$ cat config.mk
export PLATFORM = sky130hd
export DESIGN_NAME = rtc_calendar
export DESIGN_NICKNAME = d
export VERILOG_FILES = /design/src/rtl/rtc_pkg.sv /design/src/rtl/rtc_prescaler.sv /design/src/rtl/rtc_month_len.sv /design/src/rtl/rtc_bcd_field.sv /design/src/rtl/rtc_calendar.sv
export SDC_FILE = /design/constraint.sdc
export NUM_CORES = 1
export LEC_CHECK = 0
export ABC_AREA = 1
export BUFFER_PORTS_ARGS = -buffer_cell sky130_fd_sc_hd__clkbuf_2
export CAP_MARGIN = 20
export CORE_ASPECT_RATIO = 1.1
export CORE_MARGIN = 3
export CORE_UTILIZATION = 30
export DETAILED_ROUTE_END_ITERATION = 12
export GPL_TIMING_DRIVEN = 0
export PLACE_DENSITY_LB_ADDON = 0.25
export SETUP_SLACK_MARGIN = 0.3
export SLEW_MARGIN = 20
export SYNTH_ARGS = -nofsm -noshare
export SYNTH_HDL_FRONTEND = slang
export SYNTH_SLANG_ARGS = --single-unit
$ cat constraint.sdc
create_clock -name clk -period 4.9 [get_ports clk]
set_input_delay 0.245 -clock clk [delete_from_list [all_inputs] [get_ports clk]]
set_output_delay 0.245 -clock clk [all_outputs]
set_load 0.02 [all_outputs]
$ cat src/rtl/rtc_pkg.sv
package rtc_pkg;
  localparam int NFIELDS = 6;
  localparam int F_SEC  = 0;
  localparam int F_MIN  = 1;
  localparam int F_HOUR = 2;
  localparam int F_DAY  = 3;
  localparam int F_MON  = 4;
  localparam int F_YEAR = 5;

  typedef logic [7:0] bcd8_t;

  // Lowest legal value of each field.
  function automatic bcd8_t field_lo(int idx);
    return (idx == F_DAY || idx == F_MON) ? 8'h01 : 8'h00;
  endfunction

  // Highest legal value of each field; the day limit is supplied at run time.
  function automatic bcd8_t field_hi(int idx);
    case (idx)
      F_SEC, F_MIN: return 8'h59;
      F_HOUR:       return 8'h23;
      F_MON:        return 8'h12;
      default:      return 8'h99;
    endcase
  endfunction

  function automatic bcd8_t bcd_inc(bcd8_t v);
    if (v[3:0] == 4'd9) return {v[7:4] + 4'd1, 4'd0};
    return {v[7:4], v[3:0] + 4'd1};
  endfunction
endpackage

$ cat src/rtl/rtc_prescaler.sv
module rtc_prescaler #(
  parameter int TICKS = 32768
) (
  input  logic clk,
  input  logic rst_n,
  input  logic adv,
  input  logic clr,
  output logic step
);
  localparam int CW = (TICKS > 1) ? $clog2(TICKS) : 1;
  localparam logic [CW-1:0] LAST = CW'(TICKS - 1);

  logic [CW-1:0] cnt_q, cnt_d;

  always_comb begin
    step  = adv && !clr && (cnt_q == LAST);
    cnt_d = cnt_q;
    if (clr)       cnt_d = '0;
    else if (step) cnt_d = '0;
    else if (adv)  cnt_d = cnt_q + 1'b1;
  end

  always_ff @(posedge clk or negedge rst_n) begin
    if (!rst_n) cnt_q <= '0;
    else        cnt_q <= cnt_d;
  end

  // a seconds load leaves the prescaler at zero
  a_r9_clr_zero: assert property (@(posedge clk) disable iff (!rst_n)
    clr |=> (cnt_q == '0));
  // no advance and no clear, count holds
  a_r8_cnt_hold: assert property (@(posedge clk) disable iff (!rst_n)
    (!adv && !clr) |=> $stable(cnt_q));
endmodule

$ cat src/rtl/rtc_month_len.sv
module rtc_month_len
  import rtc_pkg::*;
(
  input  bcd8_t mon,
  input  bcd8_t year,
  output bcd8_t last_day
);
  logic [6:0] year_bin;
  logic       leap;

  always_comb begin
    year_bin = 7'(year[7:4]) * 7'd10 + 7'(year[3:0]);
    leap     = (year_bin[1:0] == 2'b00);
    case (mon)
      8'h02:                      last_day = leap ? 8'h29 : 8'h28;
      8'h04, 8'h06, 8'h09, 8'h11: last_day = 8'h30;
      default:                    last_day = 8'h31;
    endcase
  end
endmodule

$ cat src/rtl/rtc_bcd_field.sv
module rtc_bcd_field
  import rtc_pkg::*;
(
  input  bcd8_t cur,
  input  bcd8_t lo,
  input  bcd8_t hi,
  input  logic  inc,
  output bcd8_t nxt,
  output logic  wrap
);
  always_comb begin
    wrap = inc && (cur == hi);
    if (!inc)     nxt = cur;
    else if (wrap) nxt = lo;
    else           nxt = bcd_inc(cur);
  end
endmodule

$ cat src/rtl/rtc_calendar.sv
module rtc_calendar
  import rtc_pkg::*;
#(
  parameter int TICKS_PER_SEC = 32768
) (
  input  logic        clk,
  input  logic        rst_n,
  input  logic        tick_en,
  input  logic        run,
  input  logic [5:0]  ld_en,
  input  logic [47:0] ld_time,
  input  logic [47:0] alm_time,
  output logic [7:0]  sec_o,
  output logic [7:0]  min_o,
  output logic [7:0]  hour_o,
  output logic [7:0]  day_o,
  output logic [7:0]  mon_o,
  output logic [7:0]  year_o,
  output logic        ev_sec,
  output logic        ev_min,
  output logic        ev_hour,
  output logic        ev_day,
  output logic        ev_alarm
);
  localparam logic [47:0] RESET_TIME = 48'h00_01_01_00_00_00;

  // reset synchroniser: asserts at once, releases on the clock
  logic rst_m, rst_s;
  always_ff @(posedge clk or negedge rst_n) begin
    if (!rst_n) begin
      rst_m <= 1'b0;
      rst_s <= 1'b0;
    end else begin
      rst_m <= 1'b1;
      rst_s <= rst_m;
    end
  end

  logic [NFIELDS-1:0][7:0] time_q, time_d, cnt_nxt;
  logic [NFIELDS-1:0]      inc, wrap;
  logic [4:0]              ev_q, ev_d;
  logic                    any_ld, adv, step;
  bcd8_t                   last_day;

  assign any_ld = |ld_en;
  assign adv    = tick_en && run && !any_ld;

  rtc_prescaler #(.TICKS(TICKS_PER_SEC)) u_presc (
    .clk  (clk),
    .rst_n(rst_s),
    .adv  (adv),
    .clr  (ld_en[F_SEC]),
    .step (step)
  );

  rtc_month_len u_mlen (
    .mon     (time_q[F_MON]),
    .year    (time_q[F_YEAR]),
    .last_day(last_day)
  );

  assign inc[0] = step;

  for (genvar i = 0; i < NFIELDS; i++) begin : g_field
    bcd8_t hi_w;
    if (i == F_DAY) begin : g_dyn
      assign hi_w = last_day;
    end else begin : g_fix
      assign hi_w = field_hi(i);
    end
    rtc_bcd_field u_fld (
      .cur (time_q[i]),
      .lo  (field_lo(i)),
      .hi  (hi_w),
      .inc (inc[i]),
      .nxt (cnt_nxt[i]),
      .wrap(wrap[i])
    );
    if (i < NFIELDS - 1) begin : g_carry
      assign inc[i+1] = wrap[i];
    end
  end

  always_comb begin
    for (int i = 0; i < NFIELDS; i++)
      time_d[i] = ld_en[i] ? ld_time[i*8 +: 8] : cnt_nxt[i];
    ev_d[0] = step;
    ev_d[1] = wrap[F_SEC];
    ev_d[2] = wrap[F_MIN];
    ev_d[3] = wrap[F_HOUR];
    ev_d[4] = step && (time_d == alm_time);
  end

  always_ff @(posedge clk or negedge rst_s) begin
    if (!rst_s) begin
      time_q <= RESET_TIME;
      ev_q   <= '0;
    end else begin
      time_q <= time_d;
      ev_q   <= ev_d;
    end
  end

  assign sec_o    = time_q[F_SEC];
  assign min_o    = time_q[F_MIN];
  assign hour_o   = time_q[F_HOUR];
  assign day_o    = time_q[F_DAY];
  assign mon_o    = time_q[F_MON];
  assign year_o   = time_q[F_YEAR];
  assign ev_sec   = ev_q[0];
  assign ev_min   = ev_q[1];
  assign ev_hour  = ev_q[2];
  assign ev_day   = ev_q[3];
  assign ev_alarm = ev_q[4];

  // boundary strobes nest inside the finer ones
  a_r4_min_in_sec: assert property (@(posedge clk) disable iff (!rst_s)
    ev_min |-> ev_sec);
  a_r4_hour_in_min: assert property (@(posedge clk) disable iff (!rst_s)
    ev_hour |-> ev_min);
  a_r4_day_in_hour: assert property (@(posedge clk) disable iff (!rst_s)
    ev_day |-> ev_hour);
  a_r4_min_at_zero: assert property (@(posedge clk) disable iff (!rst_s)
    ev_min |-> (sec_o == 8'h00));
  a_r4_sec_single: assert property (@(posedge clk) disable iff (!rst_s)
    ev_sec |=> !ev_sec);
  // seconds stay legal BCD (given legal loads)
  a_r3_sec_legal: assert property (@(posedge clk) disable iff (!rst_s)
    (sec_o[3:0] <= 4'd9) && (sec_o <= 8'h59));
  // stopped and not loading, time holds
  a_r8_frozen: assert property (@(posedge clk) disable iff (!rst_s)
    (!run && ld_en == '0) |=> $stable(time_q));
  // alarm strobe means exact match with the alarm value compared
  a_r10_exact: assert property (@(posedge clk) disable iff (!rst_s)
    ev_alarm |-> (time_q == $past(alm_time)));
  // alarm only accompanies a second advance
  a_r11_on_step: assert property (@(posedge clk) disable iff (!rst_s)
    ev_alarm |-> ev_sec);
endmodule

==> flow_metrics.tcl, run 1 <==
set metrics [dict create \
    status "finished clean" \
    routed_wl_um 18360 \
    layout.cells.non_filler 1377 \
    ios 159 \
    drt-initial-drc-count 315 \
    grt_pass1_wl_um 29740 \
    switchingPower_uw 598.9 \
    regArea_um2 1758 \
    sw_frac_of_total_pct 32.13 \
    path_max_fanout 10 \
    multi_input_area_um2 3815 \
    dr_wl_met3_um 960 \
    hold_path.class "primary input to flip-flop" \
    first_global_vias 6072 \
    layout_common_cells "nand2_1, clkbuf_2, inv_1" \
    maxUsedRoutingLayer "met4" \
    timing.clock.skew_ps 7.564 \
    critPathTopFamily "simple AND/OR/NAND/NOR gates" \
    finalSetupTns_ps 0 \
    slew_violations 0 \
    maxSlewHeadroom_pct 53.67 \
    cts.sinks 70 \
    placed_cell_area_um2 7288 \
    fp.coreArea_um2 20000 \
    crit_top_cell "nand2_1" \
    wl_per_cell_um 13.34 \
    finalCritPeriodShare_pct 61.88 \
    clkTransAtPathRegs_ps 60 \
    synth_nets 1079 \
    numCtsBuffers 9 \
    ff2ff_setup_slack_ps 1870 \
    nFillCells 2142 \
    drc 0 \
    port_buffers 158 \
    period_needed_ps 3032 \
    cap_violations 0 \
    tightest_slew_ps 692.4 \
    cts_tree "built" \
    end_kind "flip-flop" \
    overflow 0 \
    pwr-share-comb_pct 24.3 \
    postCtsResizedCells 0 \
    min_from "ld_time[33]" \
    grt_max_degree 50 \
    die_h_um 156.2 \
    routed_via_density 4.611 \
    reg2reg_depth 20 \
    met1_length_um 8192 \
    post-dp-hpwl_um 14870 \
    synth_area_per_cell_um2 6.475 \
    ys_ff_latch 70 \
    htreeDepth 3 \
    hold_depth 3 \
    num_vias 6350 \
    final_hold_viol_count 0 \
    synth-seq-area-share_pct 28.52 \
    syn_area_um2 6151 \
    pwr-share-clk_pct 39.2 \
    critPathMaxStageDelay_ps 430 \
    cts.path.max_buffers 2 \
    antenna_found_initial 0 \
    worstSetupStartpointType "flip-flop" \
    intPower_uw 1265 \
    clk_latency_ps 340 \
    cts_setup_buffers 0 \
    cp.required_ps 5170 \
    die_w_um 142.5 \
    critPathKind "flip-flop to flip-flop" \
    dpl.cell_count 1361 \
    crit-reg2reg-capture "ev_q[4]" \
    gp_congestion 0.8548 \
    final_antenna_net_count 0 \
    rows 54 \
    leakagePower_uw 0.004308 \
    num-nets-final 1250 \
    min_to "mon_o[1]" \
    cp_num_buf_inv 3 \
    power_density_nw_per_um2 244.5 \
    holdBufCountCts 1 \
    fmax_mhz 329.8 \
    peakVddDrop_mv 0.1521 \
    grt_setup_unrepaired "false" \
    area_delta_synth_final_pct 23.90 \
    regToRegStartpoint "sec_o[1]" \
    root_buffer "clkbuf_16" \
    arrival_ps 3300 \
    synth_cell_types 46 \
    fin_area_um2 7621 \
    ys.warnings.count 0 \
    setup_viol 0 \
    cp_slowest_cell "dfrtp_1" \
    layout_commonest_cell "nand2_1" \
    worstPathCellList "inv_1 > ha_1 > nand2_1 > nor2_4 > nand3_2 > clkinv_2 > nand3_4 > nor2_8 > nand2_4 > inv_2 > nand2_2 > nor2_2 > nand2_1 > nand2_1 > nand2_1 > nand3b_1 > nand2_1 > nor2_1 > nand4_1 > nor2_1" \
    initial_core_util_pct 30.76 \
    drive_gt1_share_pct 23.11 \
    wl_met2_um 8971 \
    grt_usage_pct 16.65 \
    syn_inst 950 \
    first_pass_iters 4 \
    n_antenna_cell 0 \
    seq_power_share_pct 36.5 \
    die_area_um2 22260 \
]
## synthesized netlist by cell type (all sizes together)
library cell | number | share of area, %
o21bai | 1 | 0.12
buf | 8 | 0.75
clkbuf | 4 | 0.24
nand4 | 13 | 1.8
and3 | 1 | 0.10
a211oi | 2 | 0.24
nor3b | 1 | 0.12
nand3 | 99 | 8.7
a22oi | 1 | 0.20
mux2i | 2 | 0.33
ha | 23 | 4.7
clkinv | 2 | 0.16
xnor2 | 2 | 0.28
conb | 1 | 0.061
a21boi | 1 | 0.18
xor2 | 27 | 3.8
and2 | 1 | 0.10
nand2 | 328 | 21
inv | 136 | 8.3
or2 | 34 | 3.5
nor2 | 89 | 7.2
nor3 | 4 | 0.51
o211ai | 5 | 0.61
a21oi | 13 | 1.1
a32o | 1 | 0.16
o22ai | 5 | 0.51
dfstp | 2 | 0.85
o41ai | 1 | 0.14
nand3b | 20 | 2.4
o21ai | 54 | 4.4
o31ai | 1 | 0.12
dfrtp | 68 | 28
## how the worst max path moves through the flow
stage | from | end | cells past startpoint
floorplan | sec_o[0] | ev_q[4] | 19
global placement | rst_s | sec_o[0] | 0
detailed placement | sec_o[1] | ev_q[4] | 20
CTS | sec_o[1] | ev_q[4] | 20
global route | sec_o[1] | ev_q[4] | 20
finish | sec_o[1] | ev_q[4] | 20
## stage by stage
stage | worst slack (ps) | total power (µW) | hold slack [ps] | util [%]
2_1_floorplan | 2394 | 978.2 | -50.59 | -
3_3_place_gp | 1583 | 1138 | 31.56 | 36.29
3_5_place_dp | 1854 | 1148 | 37.12 | 36.44
4_1_cts | 1824 | 1891 | 119.6 | 38.11
5_1_grt | 1478 | 1984 | 136.2 | 38.11
6_report | 1868 | 1864 | 129.9 | 38.11
## power by group through the flow
stage / clock network (µW) / registers (µW) / logic [µW]
CTS: 751 / 681 / 459
finish: 731 / 680 / 453
detailed placement: 0 / 691 / 457
global placement: 0 / 699 / 439
global route: 775 / 689 / 520
floorplan: 0 / 723 / 256
## kinds of logic after synthesis
family / Yosys count / share of synthesized area, %
AND/OR/NAND/NOR: 590 / 45.08
multiplexers: 2 / 0.3255
adder cells (fa/ha/maj): 23 / 4.679
buffers and inverters: 150 / 9.459
XOR/XNOR: 29 / 4.129
AO/OA/AOI/OAI: 85 / 7.750
flip-flops: 70 / 28.52
other: 1 / 0.06097
## layer usage
metal | up-vias | track usage, %
li1 | 3346 | -
met1 | 2847 | 21.62
met2 | 141 | 28.36
met3 | 16 | 2.728
met4 | 0 | 5.025
met5 | - | 0
## registers in the layout, summed over array words and instances (netlist names), 5 cells and up
name,count
u_presc.cnt_q,15
day_o,8
hour_o,8
min_o,8
mon_o,8
sec_o,8
year_o,8
ev_q,5
## worst reg2reg max path: stages, from the launching register on
cell      delay [ps]
dfrtp_1          430
inv_1             80
ha_1             160
nand2_1           90
nor2_4           160
nand3_2          220
clkinv_2         160
nand3_4          170
nor2_8           210
nand2_4          100
inv_2            110
nand2_2          120
nor2_2           200
nand2_1          100
nand2_1           70
nand2_1           60
nand3b_1          80
nand2_1           60
nor2_1           180
nand4_1          120
nor2_1           110
## layout make-up
| class | count | area share [%] |
|---|---|---|
| inverters | 138 | 6.830 |
| repair buffers | 160 | 10.87 |
| well taps | 252 | 4.137 |
| plain buffers | 12 | 0.8045 |
| clock inverters | 4 | 0.9194 |
| clock buffers | 11 | 3.316 |
| multi-input cells | 730 | 50.06 |
| flip-flops and latches | 70 | 23.07 |
(Power assumes the default switching activity.)
==> run 2: changes to the inputs <==
- clock period: 4.9 -> 2.84 ns (I/O delays scaled with it)
==> flow_metrics.tcl, run 2 (synthesized netlist as in run 1, its figures left out) <==
set metrics [dict create \
    whs_ps 21.63 \
    layout_common_cells "nand2_1, clkbuf_2, inv_1" \
    period_needed_ps 2645 \
    path_max_fanout 8 \
    first_global_vias 6160 \
    die_area_um2 22260 \
    largest_register "u_presc.cnt_q" \
    reg2reg_depth 19 \
    post-dp-hpwl_um 14870 \
    cts_tree "built" \
    cts.sinks 70 \
    finalCritPeriodShare_pct 93.13 \
    drt-initial-drc-count 337 \
    maxSlewHeadroom_pct 53.49 \
    startpoint "u_presc.cnt_q[0]" \
    num-nets-final 1275 \
    grt_usage_pct 16.92 \
    grt_max_degree 50 \
    hold_path.class "primary input to flip-flop" \
    die_h_um 156.2 \
    gp_congestion 0.8548 \
    nFillCells 2124 \
    cts.path.max_buffers 2 \
    setup_viol 0 \
    regArea_um2 1763 \
    root_buffer "clkbuf_16" \
    end_kind "flip-flop" \
    drive_gt1_share_pct 28.09 \
    finalSetupTns_ps 0 \
    rows 54 \
    fp.coreArea_um2 20000 \
    status "finished clean" \
    peakVddDrop_mv 0.2734 \
    power_density_nw_per_um2 405.2 \
    place_ws_ps -206.1 \
    clk_latency_ps 340 \
    initial_core_util_pct 30.76 \
    final_hold_viol_count 0 \
    antenna_found_initial 0 \
    top_usage_layer "met2" \
    ios 159 \
    final_antenna_net_count 0 \
    fmax_mhz 378.1 \
    grt_setup_unrepaired "true" \
    slew_violations 0 \
    port_buffers 158 \
    dpl.cell_count 1361 \
    use_met2_pct 28.83 \
    timing.clock.skew_ps 7.629 \
    worstSetupStartpointType "flip-flop" \
    htreeDepth 3 \
    setup_ws_ps 195.2 \
    ff2ff_setup_slack_ps 200 \
    cap_violations 0 \
    grt_pass1_wl_um 30280 \
    gr-usage-met3_pct 2.698 \
    layout.cells.non_filler 1402 \
    die_w_um 142.5 \
    wl_per_cell_um 13.38 \
    routed_via_density 4.629 \
    crit_path_end "ev_q[4]" \
    layout_commonest_cell "nand2_1" \
    n_antenna_cell 0 \
    num_vias 6490 \
    leakagePower_uw 0.004492 \
    first_pass_iters 5 \
    drc 0 \
    clkTransAtPathRegs_ps 60 \
    overflow 0 \
    cp.required_ps 3110 \
    critPathKind "flip-flop to flip-flop" \
    tightest_slew_ps 695.1 \
    arrival_ps 2920 \
    multi_input_area_um2 3988 \
    routed_wl_um 18760 \
    numCtsBuffers 9 \
    area_delta_synth_final_pct 30.51 \
    regToRegStartpoint "u_presc.cnt_q[0]" \
    use_met1_pct 22.05 \
    power.total_uw 3253 \
    crit-reg2reg-capture "ev_q[4]" \
    largest_reg_flops 15 \
]
==> run 2: changes by cell type in the layout (fill, tap and decap cells not counted), sizes merged <==
cell	before	now
buf	9	34
==> run 2: worst max-delay path: stages, from the launching register on <==
cell and delay, ps:
dfrtp_1 400, ha_4 170, nand2_4 50, nor2_4 160, nand2_4 100, nor2_8 180
nand3_4 180, nor2_8 190, buf_4 130, nand2_1 30, o21ai_0 60, nand2_1 80
o21ai_2 80, or2_4 140, nand3_1 60, nor2_1 100, nand2_1 90, nor2_2 170
nand4_1 100, nor2_1 100
==> run 2: timing repair <==
action | 4_1_cts | 5_1_grt
pin swaps | 13 | 26
hold buffers | 1 | 0
endpoints found under the hold margin | 2 | 0
setup endpoints to repair | 5 | 3
resized for setup | 33 | 30
buffers inserted | 18 | 7
==> run 2: per-stage QoR <==
step | area (µm²) | util [%]
after detailed placement | 7288 | 36.44
final | 8028 | 40.14
after CTS | 7881 | 39.41
after global routing | 8028 | 40.14
after floorplan | 6151 | -
after global placement | 7257 | 36.29
==> run 2: where the power goes <==
group / switching [µW] / internal, µW
Clock: 454 / 810
Combinational: 490 / 325
Sequential: 111 / 1060
Total: 1060 / 2200
==> run 2: area by class of cell <==
cell class	count	area share, %
clock inverter	4	0.8728
tap	252	3.928
inverter	138	6.593
sequential	70	21.96
multi-input combinational	730	49.67
clock buffer	11	3.148
buffer	12	0.8105
timing repair buffer	185	13.01
==> run 2: per-layer routing <==
layer	wire (µm)	part of all wire [%]
met5	0	0
met2	9235	49
met4	246	1.3
met3	947	5.0
met1	8328	44
==> run 2: worst min-delay path by stage <==
stage | start | endpoint | slack (ps) | depth (start not counted)
after global placement | rst_n | rst_m | -70 | 1
after global routing | ld_time[22] | hour_o[6] | 20 | 3
after detailed placement | rst_n | rst_m | -70 | 1
after floorplan | rst_n | rst_m | -150 | 0
after CTS | ld_time[22] | hour_o[6] | 9 | 3
final | ld_time[22] | hour_o[6] | 20 | 3
==> run 3: changes to the inputs <==
- MAX_ROUTING_LAYER: unset -> met4
==> flow_metrics.tcl, run 3 (synthesized netlist as in run 1, its figures left out) <==
set metrics [dict create \
    tightest_slew_ps 710.4 \
    routed_via_density 4.636 \
    hold_path.class "primary input to flip-flop" \
    grt_pass1_wl_um 30280 \
    power.total_uw 3253 \
    clkTransAtPathRegs_ps 60 \
    initial_core_util_pct 30.76 \
    drive_gt1_share_pct 28.09 \
    largest_reg_flops 15 \
    num_vias 6500 \
    post-dp-hpwl_um 14870 \
    arrival_ps 2930 \
    rows 54 \
    crit_top_cell "nand2_1" \
    critPathMaxStageDelay_ps 400 \
    finalSetupTns_ps 0 \
    final_hold_viol_count 0 \
    top_usage_layer "met2" \
    layout.cells.non_filler 1402 \
    wl_per_cell_um 13.40 \
    fp.coreArea_um2 20000 \
    layout_common_cells "nand2_1, clkbuf_2, inv_1" \
    placed_cell_area_um2 7288 \
    dpl.cell_count 1361 \
    grt_setup_unrepaired "true" \
    peakVddDrop_mv 0.2705 \
    timing.clock.skew_ps 7.750 \
    slew_violations 0 \
    grt_usage_pct 17.45 \
    gr-usage-met3_pct 2.299 \
    num-nets-final 1275 \
    routed_wl_um 18790 \
    grt_max_degree 50 \
    first_pass_iters 4 \
    end_kind "flip-flop" \
    first_global_vias 6158 \
    n_antenna_cell 0 \
    root_buffer "clkbuf_16" \
    overflow 0 \
    numCtsBuffers 9 \
    fmax_mhz 375.9 \
    drt-initial-drc-count 378 \
    worstPathCellList "ha_4 > nand2_4 > nor2_4 > nand2_4 > nor2_8 > nand3_4 > nor2_8 > buf_4 > nand2_1 > o21ai_0 > nand2_1 > o21ai_2 > or2_4 > nand3_1 > nor2_1 > nand2_1 > nor2_2 > nand4_1 > nor2_1" \
    area_delta_synth_final_pct 30.51 \
    finalCritPeriodShare_pct 93.68 \
    clk_latency_ps 340 \
    layout_commonest_cell "nand2_1" \
    cp_slowest_cell "dfrtp_1" \
    drc 0 \
    antenna_found_initial 0 \
    setup_viol 0 \
    fin_area_um2 8028 \
    period_needed_ps 2660 \
    use_met1_pct 22.38 \
    cp.required_ps 3110 \
    utilization_pct 40.14 \
    htreeDepth 3 \
    die_h_um 156.2 \
    port_buffers 158 \
    use_met2_pct 28.80 \
    cap_violations 0 \
    die_area_um2 22260 \
    maxSlewHeadroom_pct 52.46 \
    status "finished clean" \
    leakagePower_uw 0.004492 \
    die_w_um 142.5 \
    worstSetupStartpointType "flip-flop" \
    power_density_nw_per_um2 405.2 \
    ios 159 \
    final_antenna_net_count 0 \
    gp_congestion 0.8684 \
    cts.path.max_buffers 2 \
    cts.sinks 70 \
    critPathKind "flip-flop to flip-flop" \
    cts_tree "built" \
    path_max_fanout 8 \
    largest_register "u_presc.cnt_q" \
]
run 3: final cells by class:
cell class	count	area, µm²
Fill cell	2124	11970
Multi-Input combinational cell	730	3988
Sequential cell	70	1763
Timing Repair Buffer	185	1045
Inverter	138	529.3
Tap cell	252	315.3
Clock buffer	11	252.7
Clock inverter	4	70.07
Buffer	12	65.06
run 3: critical path, delay by kind of cell, from the launching register on:
kind / cells / cell delay, ps
buffers and inverters: 1 / 130
AND/OR/NAND/NOR: 15 / 1750
flip-flops: 1 / 400
adder cells (fa/ha/maj): 1 / 170
AO/OA/AOI/OAI: 2 / 140
run 3: layer usage:
metal  wire length, µm  vias up
met5                 0        -
met2              9242      137
met3               834       16
met4               246        0
met1              8467     2949
li1                  -     3398
run 3: stage by stage:
stage,hold slack [ps],worst slack (ps)
6_report,23.28,179.6
3_3_place_gp,-71.44,-477.3
3_5_place_dp,-65.88,-206.1
5_1_grt,22.99,-35.95
4_1_cts,8.756,165.3
2_1_floorplan,-153.6,333.8
run 3: path summary, 6_finish.rpt:
path / start / end / slack (ps) / cells past startpoint
max reg2reg: u_presc.cnt_q[0] / ev_q[4] / 180 / 19
max: u_presc.cnt_q[0] / ev_q[4] / 180 / 19
min: ld_time[22] / hour_o[6] / 20 / 3
min in group asynchronous: rst_n / rst_s / 120 / 2
min reg2reg: rst_s / hour_o[7] / 220 / 0
max in group asynchronous: rst_s / mon_o[0] / 2020 / 1
run 3: power breakdown:
part | total, µW | internal [µW] | leakage [µW] | switching (µW)
logic | 815 | 325 | 0.00349 | 490
registers | 1180 | 1060 | 0.000843 | 112
clock network | 1260 | 810 | 0.000161 | 452
total | 3250 | 2200 | 0.00449 | 1050
run 3: what timing repair did:
item / in CTS / in global routing
endpoints found under the setup margin: 5 / 3
gates resized for setup: 33 / 30
endpoints found under the hold margin: 2 / 0
hold buffers: 1 / 0
pin swaps: 13 / 26
buffers inserted: 18 / 7
